## src/rtl/rtg_pkg.sv

```systemverilog
package rtg_pkg;
  localparam int CntW     = 12;
  localparam int PixBitsW = 6;

  typedef struct packed {
    logic [CntW-1:0] hSyncEnd;
    logic [CntW-1:0] hActBeg;
    logic [CntW-1:0] hActEnd;
    logic [CntW-1:0] hLast;
    logic [CntW-1:0] vSyncEnd;
    logic [CntW-1:0] vActBeg;
    logic [CntW-1:0] vActEnd;
    logic [CntW-1:0] vLast;
  } rtgLimits_t;

  typedef struct packed {
    logic run;
    logic frameLoad;
    logic hSync;
    logic vSync;
    logic pixOn;
  } rtgStrobe_t;

  typedef enum logic [2:0] {
    FMT_1 = 3'd0, FMT_2 = 3'd1, FMT_4 = 3'd2, FMT_8 = 3'd3,
    FMT_16 = 3'd4, FMT_24W = 3'd5, FMT_565 = 3'd6, FMT_444 = 3'd7
  } rtgFmt_e;

  function automatic logic [PixBitsW-1:0] fmtStorageBits(input logic [2:0] code);
    logic [PixBitsW-1:0] bits;
    case (rtgFmt_e'(code))
      FMT_1:   bits = 6'd1;
      FMT_2:   bits = 6'd2;
      FMT_4:   bits = 6'd4;
      FMT_8:   bits = 6'd8;
      FMT_16:  bits = 6'd16;
      FMT_24W: bits = 6'd32;
      default: bits = 6'd16;
    endcase
    return bits;
  endfunction
endpackage

```

## src/rtl/rtg_regs.sv

```systemverilog
module rtg_regs
  import rtg_pkg::*;
#(
  parameter int AddrW = 8,
  parameter int DataW = 32
) (
  input  logic             clk_i,
  input  logic             rst_ni,
  input  logic             wrEn_i,
  input  logic             rdEn_i,
  input  logic [AddrW-1:0] addr_i,
  input  logic [DataW-1:0] wrData_i,
  output logic [DataW-1:0] rdData_o,
  input  logic             frameLoad_i,
  output rtgLimits_t       lim_o,
  output logic [DataW-1:0] base_o,
  output logic [2:0]       fmt_o,
  output logic             swap_o,
  output logic             enable_o,
  output logic             panelPwr_o,
  output logic             singlePanel_o
);
  localparam logic [AddrW-1:0] OffHor  = AddrW'('h00);
  localparam logic [AddrW-1:0] OffVer  = AddrW'('h04);
  localparam logic [AddrW-1:0] OffBase = AddrW'('h10);
  localparam logic [AddrW-1:0] OffLow  = AddrW'('h14);
  localparam logic [AddrW-1:0] OffCtl  = AddrW'('h18);
  localparam logic [DataW-1:0] HorMask = DataW'('hFFFF_FFFC);
  localparam logic [DataW-1:0] CtlMask = DataW'('h0000_090F);

  logic [DataW-1:0] horWord, verWord, upBase, lowBase, ctlWord;
  rtgLimits_t       nextLim;

  always_ff @(posedge clk_i or negedge rst_ni) begin
    if (!rst_ni) begin
      horWord <= '0;
      verWord <= '0;
      upBase  <= '0;
      lowBase <= '0;
      ctlWord <= '0;
    end else if (wrEn_i) begin
      case (addr_i)
        OffHor:  horWord <= wrData_i & HorMask;
        OffVer:  verWord <= wrData_i;
        OffBase: upBase  <= wrData_i;
        OffLow:  lowBase <= wrData_i;
        OffCtl:  ctlWord <= wrData_i & CtlMask;
        default: ;
      endcase
    end
  end

  always_ff @(posedge clk_i or negedge rst_ni) begin
    if (!rst_ni) begin
      rdData_o <= '0;
    end else if (rdEn_i) begin
      case (addr_i)
        OffHor:  rdData_o <= horWord;
        OffVer:  rdData_o <= verWord;
        OffBase: rdData_o <= upBase;
        OffLow:  rdData_o <= lowBase;
        OffCtl:  rdData_o <= ctlWord;
        default: rdData_o <= '0;
      endcase
    end
  end

  // Phase boundaries, computed once per frame rather than per pixel
  always_comb begin
    logic [CntW-1:0] hSw, hBp, hFp, actW, vSw, vBp, vFp, actL;
    hSw  = CntW'(horWord[15:8]);
    hBp  = CntW'(horWord[31:24]);
    hFp  = CntW'(horWord[23:16]);
    actW = CntW'({horWord[7:2], 4'b0000}) + CntW'(16);
    vSw  = CntW'(verWord[15:10]);
    vBp  = CntW'(verWord[31:24]);
    vFp  = CntW'(verWord[23:16]);
    actL = CntW'(verWord[9:0]) + CntW'(1);
    nextLim.hSyncEnd = hSw + CntW'(1);
    nextLim.hActBeg  = hSw + hBp + CntW'(2);
    nextLim.hActEnd  = nextLim.hActBeg + actW;
    nextLim.hLast    = nextLim.hActEnd + hFp;
    nextLim.vSyncEnd = vSw + CntW'(1);
    nextLim.vActBeg  = vSw + vBp + CntW'(2);
    nextLim.vActEnd  = nextLim.vActBeg + actL;
    nextLim.vLast    = nextLim.vActEnd + vFp;
  end

  always_ff @(posedge clk_i or negedge rst_ni) begin
    if (!rst_ni) begin
      lim_o  <= '0;
      base_o <= '0;
      fmt_o  <= '0;
      swap_o <= 1'b0;
    end else if (frameLoad_i) begin
      lim_o  <= nextLim;
      base_o <= upBase;
      fmt_o  <= ctlWord[3:1];
      swap_o <= ctlWord[8];
    end
  end

  assign enable_o      = ctlWord[0];
  assign panelPwr_o    = ctlWord[11];
  assign singlePanel_o = (lowBase == '0);

  p_shadow_hold_r7: assert property (@(posedge clk_i) disable iff (!rst_ni)
    !frameLoad_i |=> $stable(lim_o) && $stable(base_o) && $stable(fmt_o) && $stable(swap_o));
endmodule

```

## src/rtl/rtg_ctrl.sv

```systemverilog
module rtg_ctrl
  import rtg_pkg::*;
(
  input  logic       clk_i,
  input  logic       rst_ni,
  input  logic       enable_i,
  input  rtgLimits_t lim_i,
  output rtgStrobe_t strobe_o
);
  logic            running;
  logic [CntW-1:0] hCnt, vCnt;
  logic            lineEnd, frameEnd;

  assign lineEnd  = (hCnt == lim_i.hLast);
  assign frameEnd = lineEnd && (vCnt == lim_i.vLast);

  always_ff @(posedge clk_i or negedge rst_ni) begin
    if (!rst_ni) begin
      running <= 1'b0;
      hCnt    <= '0;
      vCnt    <= '0;
    end else if (!enable_i) begin
      running <= 1'b0;
      hCnt    <= '0;
      vCnt    <= '0;
    end else if (!running) begin
      running <= 1'b1;
      hCnt    <= '0;
      vCnt    <= '0;
    end else if (lineEnd) begin
      hCnt <= '0;
      vCnt <= frameEnd ? '0 : vCnt + CntW'(1);
    end else begin
      hCnt <= hCnt + CntW'(1);
    end
  end

  always_comb begin
    strobe_o.run       = enable_i && running;
    strobe_o.frameLoad = enable_i && (!running || frameEnd);
    strobe_o.hSync     = hCnt < lim_i.hSyncEnd;
    strobe_o.vSync     = vCnt < lim_i.vSyncEnd;
    strobe_o.pixOn     = (hCnt >= lim_i.hActBeg) && (hCnt < lim_i.hActEnd) &&
                         (vCnt >= lim_i.vActBeg) && (vCnt < lim_i.vActEnd);
  end

  p_hcnt_range_r2: assert property (@(posedge clk_i) disable iff (!rst_ni)
    running |-> hCnt <= lim_i.hLast);
  p_vcnt_range_r4: assert property (@(posedge clk_i) disable iff (!rst_ni)
    running |-> vCnt <= lim_i.vLast);
  p_de_excl_r3: assert property (@(posedge clk_i) disable iff (!rst_ni)
    strobe_o.pixOn |-> !strobe_o.hSync && !strobe_o.vSync);
  p_idle_zero_r8: assert property (@(posedge clk_i) disable iff (!rst_ni)
    !enable_i |=> (hCnt == '0) && (vCnt == '0) && !running);
endmodule

```

## src/rtl/rtg_datapath.sv

```systemverilog
module rtg_datapath
  import rtg_pkg::*;
#(
  parameter int DataW = 32
) (
  input  logic                clk_i,
  input  logic                rst_ni,
  input  rtgStrobe_t          strobe_i,
  input  logic [DataW-1:0]    base_i,
  input  logic [2:0]          fmt_i,
  output logic                hsync_o,
  output logic                vsync_o,
  output logic                de_o,
  output logic [DataW-1:0]    pixAddr_o,
  output logic [PixBitsW-1:0] pixBits_o
);
  localparam int OffW = DataW + 3;

  logic [OffW-1:0] offBits;
  logic [OffW-1:0] stepBits;

  assign pixBits_o = fmtStorageBits(fmt_i);
  assign stepBits  = OffW'(pixBits_o);

  always_ff @(posedge clk_i or negedge rst_ni) begin
    if (!rst_ni) begin
      hsync_o   <= 1'b0;
      vsync_o   <= 1'b0;
      de_o      <= 1'b0;
      pixAddr_o <= '0;
      offBits   <= '0;
    end else begin
      hsync_o <= strobe_i.run && strobe_i.hSync;
      vsync_o <= strobe_i.run && strobe_i.vSync;
      de_o    <= strobe_i.run && strobe_i.pixOn;
      if (strobe_i.frameLoad) begin
        offBits <= '0;
      end else if (strobe_i.run && strobe_i.pixOn) begin
        pixAddr_o <= base_i + offBits[OffW-1:3];
        offBits   <= offBits + stepBits;
      end
    end
  end

  p_addr_step_r5: assert property (@(posedge clk_i) disable iff (!rst_ni)
    (de_o && $past(de_o) && (pixBits_o == 6'd32)) |-> pixAddr_o == $past(pixAddr_o) + DataW'(4));
  p_sync_excl_r3: assert property (@(posedge clk_i) disable iff (!rst_ni)
    de_o |-> !hsync_o && !vsync_o);
endmodule

```

## src/rtl/raster_timer.sv

```systemverilog
module raster_timer
  import rtg_pkg::*;
#(
  parameter int AddrW = 8,
  parameter int DataW = 32
) (
  input  logic             clk_i,
  input  logic             rst_ni,
  input  logic             reg_wr_en_i,
  input  logic             reg_rd_en_i,
  input  logic [AddrW-1:0] reg_addr_i,
  input  logic [DataW-1:0] reg_wr_data_i,
  output logic [DataW-1:0] reg_rd_data_o,
  output logic             hsync_o,
  output logic             vsync_o,
  output logic             de_o,
  output logic [DataW-1:0] pix_addr_o,
  output logic [5:0]       pix_bits_o,
  output logic             rb_swap_o,
  output logic             panel_pwr_o,
  output logic             single_panel_o
);
  rtgLimits_t       shadLim;
  rtgStrobe_t       strobe;
  logic [DataW-1:0] shadBase;
  logic [2:0]       shadFmt;
  logic             enable;

  rtg_regs #(.AddrW(AddrW), .DataW(DataW)) regs_i (
    .clk_i         (clk_i),
    .rst_ni        (rst_ni),
    .wrEn_i        (reg_wr_en_i),
    .rdEn_i        (reg_rd_en_i),
    .addr_i        (reg_addr_i),
    .wrData_i      (reg_wr_data_i),
    .rdData_o      (reg_rd_data_o),
    .frameLoad_i   (strobe.frameLoad),
    .lim_o         (shadLim),
    .base_o        (shadBase),
    .fmt_o         (shadFmt),
    .swap_o        (rb_swap_o),
    .enable_o      (enable),
    .panelPwr_o    (panel_pwr_o),
    .singlePanel_o (single_panel_o)
  );

  rtg_ctrl ctrl_i (
    .clk_i    (clk_i),
    .rst_ni   (rst_ni),
    .enable_i (enable),
    .lim_i    (shadLim),
    .strobe_o (strobe)
  );

  rtg_datapath #(.DataW(DataW)) dp_i (
    .clk_i     (clk_i),
    .rst_ni    (rst_ni),
    .strobe_i  (strobe),
    .base_i    (shadBase),
    .fmt_i     (shadFmt),
    .hsync_o   (hsync_o),
    .vsync_o   (vsync_o),
    .de_o      (de_o),
    .pixAddr_o (pix_addr_o),
    .pixBits_o (pix_bits_o)
  );
endmodule

```

## config.mk

```make
export PLATFORM = sky130hd
export DESIGN_NAME = raster_timer
export DESIGN_NICKNAME = d
export VERILOG_FILES = /design/src/rtl/rtg_pkg.sv /design/src/rtl/rtg_regs.sv /design/src/rtl/rtg_ctrl.sv /design/src/rtl/rtg_datapath.sv /design/src/rtl/raster_timer.sv
export SDC_FILE = /design/constraint.sdc
export NUM_CORES = 1
export LEC_CHECK = 0
export BUFFER_PORTS_ARGS = -buffer_cell sky130_fd_sc_hd__buf_2
export CORE_MARGIN = 3
export CORE_UTILIZATION = 30
export DETAILED_ROUTE_END_ITERATION = 12
export SLEW_MARGIN = 20
export SYNTH_ARGS = -nofsm -noshare
export SYNTH_HDL_FRONTEND = slang
export SYNTH_SLANG_ARGS = --single-unit
```

## constraint.sdc

```tcl
create_clock -name clk_i -period 8.6 [get_ports clk_i]
set_input_delay 1.72 -clock clk_i [delete_from_list [all_inputs] [get_ports clk_i]]
set_output_delay 1.72 -clock clk_i [all_outputs]
set_load 0.01 [all_outputs]
```

**Yosys cells after proc, flatten, opt, wreduce, memory -nomap -nowiden**

Index checks and enable logic that the tools add are counted.
W data, S select, Z words.

- Bits in registers: 391
- Input port bits: 44
- Output and inout port bits: 76
- Logic and storage cells: 92

- $add $sub $neg: 16
- $lt $le $gt $ge: 6
- Equal/unequal tests: 11
- Mux-type cells: 12
- Bitwise gates (word level): 1
- Reductions and logical operators: 21

Operator list:

| cell | count |
|---|---|
| $pmux W32 S5 | 1 |
| $mux W12 | 7 |
| $mux W35 | 2 |
| $lt A12 B12 Y1 | 4 |
| $add A35 B6 Y35 | 1 |
| $add A32 B32 Y32 | 1 |
| $logic_not A32 Y1 | 1 |
| $pmux W6 S5 | 1 |
| $add A12 B1 Y12 const B | 2 |
| $add A12 B12 Y12 | 2 |
| $add A12 B2 Y12 const B | 2 |
| $add A12 B8 Y12 | 2 |
| $eq A12 B12 Y1 | 2 |
| $eq A8 B5 Y1 const B | 3 |
| $ge A12 B12 Y1 | 2 |
| $reduce_and A2 Y1 | 6 |
| $add A10 B1 Y11 const B | 1 |
| $add A10 B5 Y11 const B | 1 |
| $add A6 B8 Y9 | 1 |
| $add A8 B1 Y9 const B | 1 |
| $add A8 B8 Y9 | 1 |
| $logic_and A1 B1 Y1 | 9 |
| $eq A8 B3 Y1 const B | 1 |
| $logic_not A8 Y1 | 1 |
| 11 further kinds | 12 |

**Depth between registers and ports, before layout**

- Depth in word-level cells: 7
- Gate-level depth with buffers: 22
- Mapped depth without buffers: 22

**Cells and area by module**

A second synthesis with hierarchy kept.

- Cell total of the unflattened synthesis: 2,068
- Area, all modules: 22,033.6 sq um

By module, submodules not included:

| module | instances | cells an instance | area each (sq um) | seq. area each (sq um) |
|---|---|---|---|---|
| rtg_regs | 1 | 1,086 | 13,508.0 | 6,956.7 |
| rtg_datapath | 1 | 596 | 5,243.8 | 1,751.7 |
| rtg_ctrl | 1 | 386 | 3,281.9 | 625.6 |

**Worst setup path after synthesis**

OpenSTA, ideal clock, no wires.

- Path kind: register to register
- From: reg regs_i.verWord[10]
- To: reg regs_i.lim_o[11] (netlist bit)
- Library setup time: 0.082 ns
- Data arrival time: 4.050 ns
- Data required time: 8.518 ns
- Path slack: 4.468 ns
- Cell stages (with the launch flop): 23
- Path buffers: 0
- Clock period less this slack: 4.132 ns
- Path through: dfrtp_1 > ha_1 > inv_1 > fa_1 > inv_1 > a21oi_1 > o21bai_1 > xor2_1 > inv_1 > nor3_1 > xnor2_1 > ha_1 > or2_2 > o31ai_1 > nor2_1 > nor2_1 > nor2_1 > ha_1 > o21ai_0 > a21oi_1 > o21ai_0 > or3_1 > a31oi_1

RTL lines:

| what | RTL line | RTL |
|---|---|---|
| from (decl) | rtg_regs.sv:31 | `logic [DataW-1:0] horWord, verWord, upBase, lowBase, ctlWord;` |
| from (signal assigned) | rtg_regs.sv:44 | `OffVer: verWord <= wrData_i;` |
| to (signal assigned) | rtg_regs.sv:96 | `lim_o <= nextLim;` |
| to (decl) | rtg_regs.sv:15 | `output rtgLimits_t lim_o,` |

==> flow_summary.json <==
{
  "min_path_type": "flop to flop",
  "grt.busiest_layer": "met2",
  "whs_ns": 0.474,
  "first_iter_violations": 1163,
  "syn_inst": 2087,
  "hp-start": "dp_i.pixAddr_o[12]",
  "wirelength_mm": 60.3,
  "std_cell_rows": 96,
  "die_h_um": 270,
  "root_buffer": "clkbuf_16",
  "path_clk_slew_ns": 0.06,
  "leakage_uw": 0.0118,
  "worstPathRequired_ns": 9.09,
  "antenna_found_initial": 2,
  "grt_use_met3_pct": 3.16,
  "pre_cts_ws_ns": 4.04,
  "hold_depth": 2,
  "p_clk_share_pct": 42.9,
  "final_core_util_pct": 34.8,
  "p_comb_share_pct": 12.5,
  "netlist_area_mm2": 0.0209,
  "core_mm2": 0.0687,
  "wl_per_cell_um": 19.2,
  "cpMaxStageDelayCell": "dfrtp_1",
  "grt_usage_pct": 16.3,
  "clockBufferDepth": 3,
  "ys_ff_latch": 375,
  "path_class": "flop to flop",
  "final_nets": 2379,
  "synth_cell_type_count": 63,
  "drv_slew": 0,
  "startpoint_type": "flop",
  "grt_pass1_wl_mm": 94.2,
  "die_w_um": 270,
  "crit_path_end_kind": "flop",
  "drive_gt1_share_pct": 16.8,
  "antenna_cells": 0,
  "final_antenna_net_count": 0,
  "synth_edf_count": 0,
  "r2r_end": "regs_i.lim_o[11]",
  "layout_min_cycle_time_ns": 4.57,
  "grt_max_degree": 169,
  "cts_setup_buffers": 0,
  "crit_fanout": 6,
  "ir_drop_v": 0.000170,
  "hold_buffers": 0,
  "cts_resized": 0,
  "ys.flop_type": "dfrtp_1",
  "die-area_mm2": 0.0727,
  "rsz0062_at_grt": "false",
  "synth_nets": 2283,
  "fmax_mhz": 219,
  "ys_warn_count": 0,
  "layout_commonest_cell": "dfrtp_1",
  "final.setup.worst_slack_ns": 4.03,
  "cts_buffers": 43,
  "p_sw_uw": 1220,
  "grt_util_met2_pct": 25.7,
  "synth_seq_area_share_pct": 45.0,
  "post-dp-hpwl_mm": 45.2,
  "pwr-share-seq_pct": 44.5,
  "stdcell_count": 3148,
  "worstMarginPinSlew_ns": 0.989,
  "finalSetupViolations": 0,
  "finalHoldViolations": 0,
  "rrSetupSlack_ns": 4.03,
  "fin_crit_sh_pct": 53.1,
  "worst-r2r-cell-count": 22,
  "firstDrtPassIters": 5,
  "portBuffers": 119,
  "finalClockSkew_ns": 0.0286,
  "grt_remaining_overflow": 0,
  "grtUsageMet1_pct": 22.7,
  "internal_power_uw": 3250,
  "async_flop_share_pct": 100,
  "synthToLayoutAreaGrowth_pct": 14.7,
  "powerDensity_mw_per_mm2": 187,
  "reg2reg_from": "regs_i.verWord[10]",
  "via_per_inst": 5.08,
  "vias": 15994,
  "status": "finished, final reports clean",
  "crit_path_cell_trace": "ha_1, inv_1, fa_1, inv_1, a21oi_1, o21bai_1, xor2_1, inv_1, nor3_1, xnor2_1, ha_1, or2_2, o31ai_1, nor2_1, nor2_1, nor2_1, ha_1, o21ai_0, a21oi_1, o21ai_0, or3_1, a31oi_1",
  "insertion_delay_ns": 0.58,
  "h-tree-depth": 2,
  "initial_core_util_pct": 30.4,
  "fin_setup_tns_ns": 0,
  "grt_pass1_vias": 16029,
  "swShare_pct": 27.4,
  "place_inst": 3069,
  "syn_area_per_cell_um2": 9.99,
  "slew_headroom_pct": 34.1,
  "drv_cap": 0,
  "cts.sinks": 375,
  "layout_common_cells": "375 x dfrtp_1, 301 x nand2_1, 144 x ha_1",
  "hold-path-endpoint": "dp_i.pixAddr_o[12]",
  "ios": 120,
  "routabilityCongestion": 0.876,
  "arrival_ns": 5.06,
  "cts_tree": "yes",
  "crit_path_max_incr_delay_ns": 0.43,
  "drc": 0
}
[stage by stage]
step | area, um2 | power [uW]
final | 23900 | 4470
after CTS | 23900 | 4520
after detailed placement | 22400 | 2580
after global routing | 23900 | 4680
after floorplan | 20900 | 2350
after global placement | 22400 | 2570
[how the worst max path moves through the flow]
stage / start / endpoint / slack (ns) / cells after the start
global placement: regs_i.verWord[10] / regs_i.lim_o[11] / 4.12 / 22
CTS: regs_i.verWord[10] / regs_i.lim_o[11] / 4.02 / 22
floorplan: regs_i.verWord[10] / regs_i.lim_o[11] / 4.47 / 22
global route: regs_i.verWord[11] / regs_i.lim_o[11] / 3.53 / 20
finish: regs_i.verWord[10] / regs_i.lim_o[11] / 4.03 / 22
detailed placement: regs_i.verWord[10] / regs_i.lim_o[11] / 4.04 / 22
[critical path: cells and delay by family (launching register included)]
kind                     cells  cell delay, ns
AND/OR/NAND/NOR              6            1.23
adder cells (fa/ha/maj)      4            1.24
flip-flops                   1            0.43
XOR/XNOR                     2            0.45
AO/OA/AOI/OAI                7            0.93
buffers and inverters        3            0.20
[Yosys cell counts, types with 24 or more instances]
cell type,count,area share [%]
nand2b_1,24,0.72
a21oi_1,76,1.8
a221oi_1,32,1.3
clkbuf_1,53,0.95
xor2_1,64,2.7
nand3_1,44,1.1
a22o_1,27,1.1
ha_1,144,8.6
o21ai_0,140,3.4
nor2_1,91,1.6
xnor2_1,85,3.6
and3_1,28,0.84
nand2_1,303,5.5
mux2_2,141,7.6
a21o_1,46,1.7
inv_1,128,2.3
dfrtp_1,375,45
o22ai_1,29,0.87
[routing by layer]
metal / vias up / wire length, um
met5: - / 0
met4: 0 / 1790
met3: 90 / 3810
met2: 423 / 27300
met1: 7948 / 27400
li1: 7533 / -
[state kept, by name, summed over array words and instances, names as in the netlist, 3 cells and up]
| signal | count |
|---|---|
| regs_i.lowBase | 32 |
| regs_i.rdData_o | 32 |
| regs_i.upBase | 32 |
| regs_i.lim_o | 80 |
| ctrl_i.vCnt | 12 |
| dp_i.pixAddr_o | 32 |
| regs_i.horWord | 30 |
| regs_i.ctlWord | 6 |
| regs_i.base_o | 32 |
| regs_i.fmt_o | 3 |
| ctrl_i.hCnt | 12 |
| regs_i.verWord | 32 |
| dp_i.offBits | 35 |
[power groups by stage]
stage,logic [uW],clock network [uW],registers [uW]
floorplan,385,0,1970
global placement,550,0,2020
detailed placement,561,0,2020
CTS,565,1970,1990
global route,636,2040,2000
finish,561,1920,1990
[area by class of cell]
class,count,area [um2]
Fill cell,7006,44800
Multi-Input combinational cell,1503,10700
Sequential cell,375,9380
Clock buffer,55,1180
Tap cell,931,1160
Timing Repair Buffer,132,716
Inverter,128,480
Clock inverter,24,297
[logic make-up after synthesis]
| kind of cell | count (synthesis) | share of synthesized area, % |
|---|---|---|
| DFF | 375 | 45.0 |
| AOI/OAI and AO/OA | 437 | 13.6 |
| other | 1 | 0.0180 |
| muxes | 159 | 8.48 |
| xor gates and xnor gates | 149 | 6.26 |
| and+or+nand+nor | 605 | 13.4 |
| buffers and inverters | 209 | 3.88 |
| adders and majority gates | 152 | 9.41 |
Power figures use the tool's default switching activity.
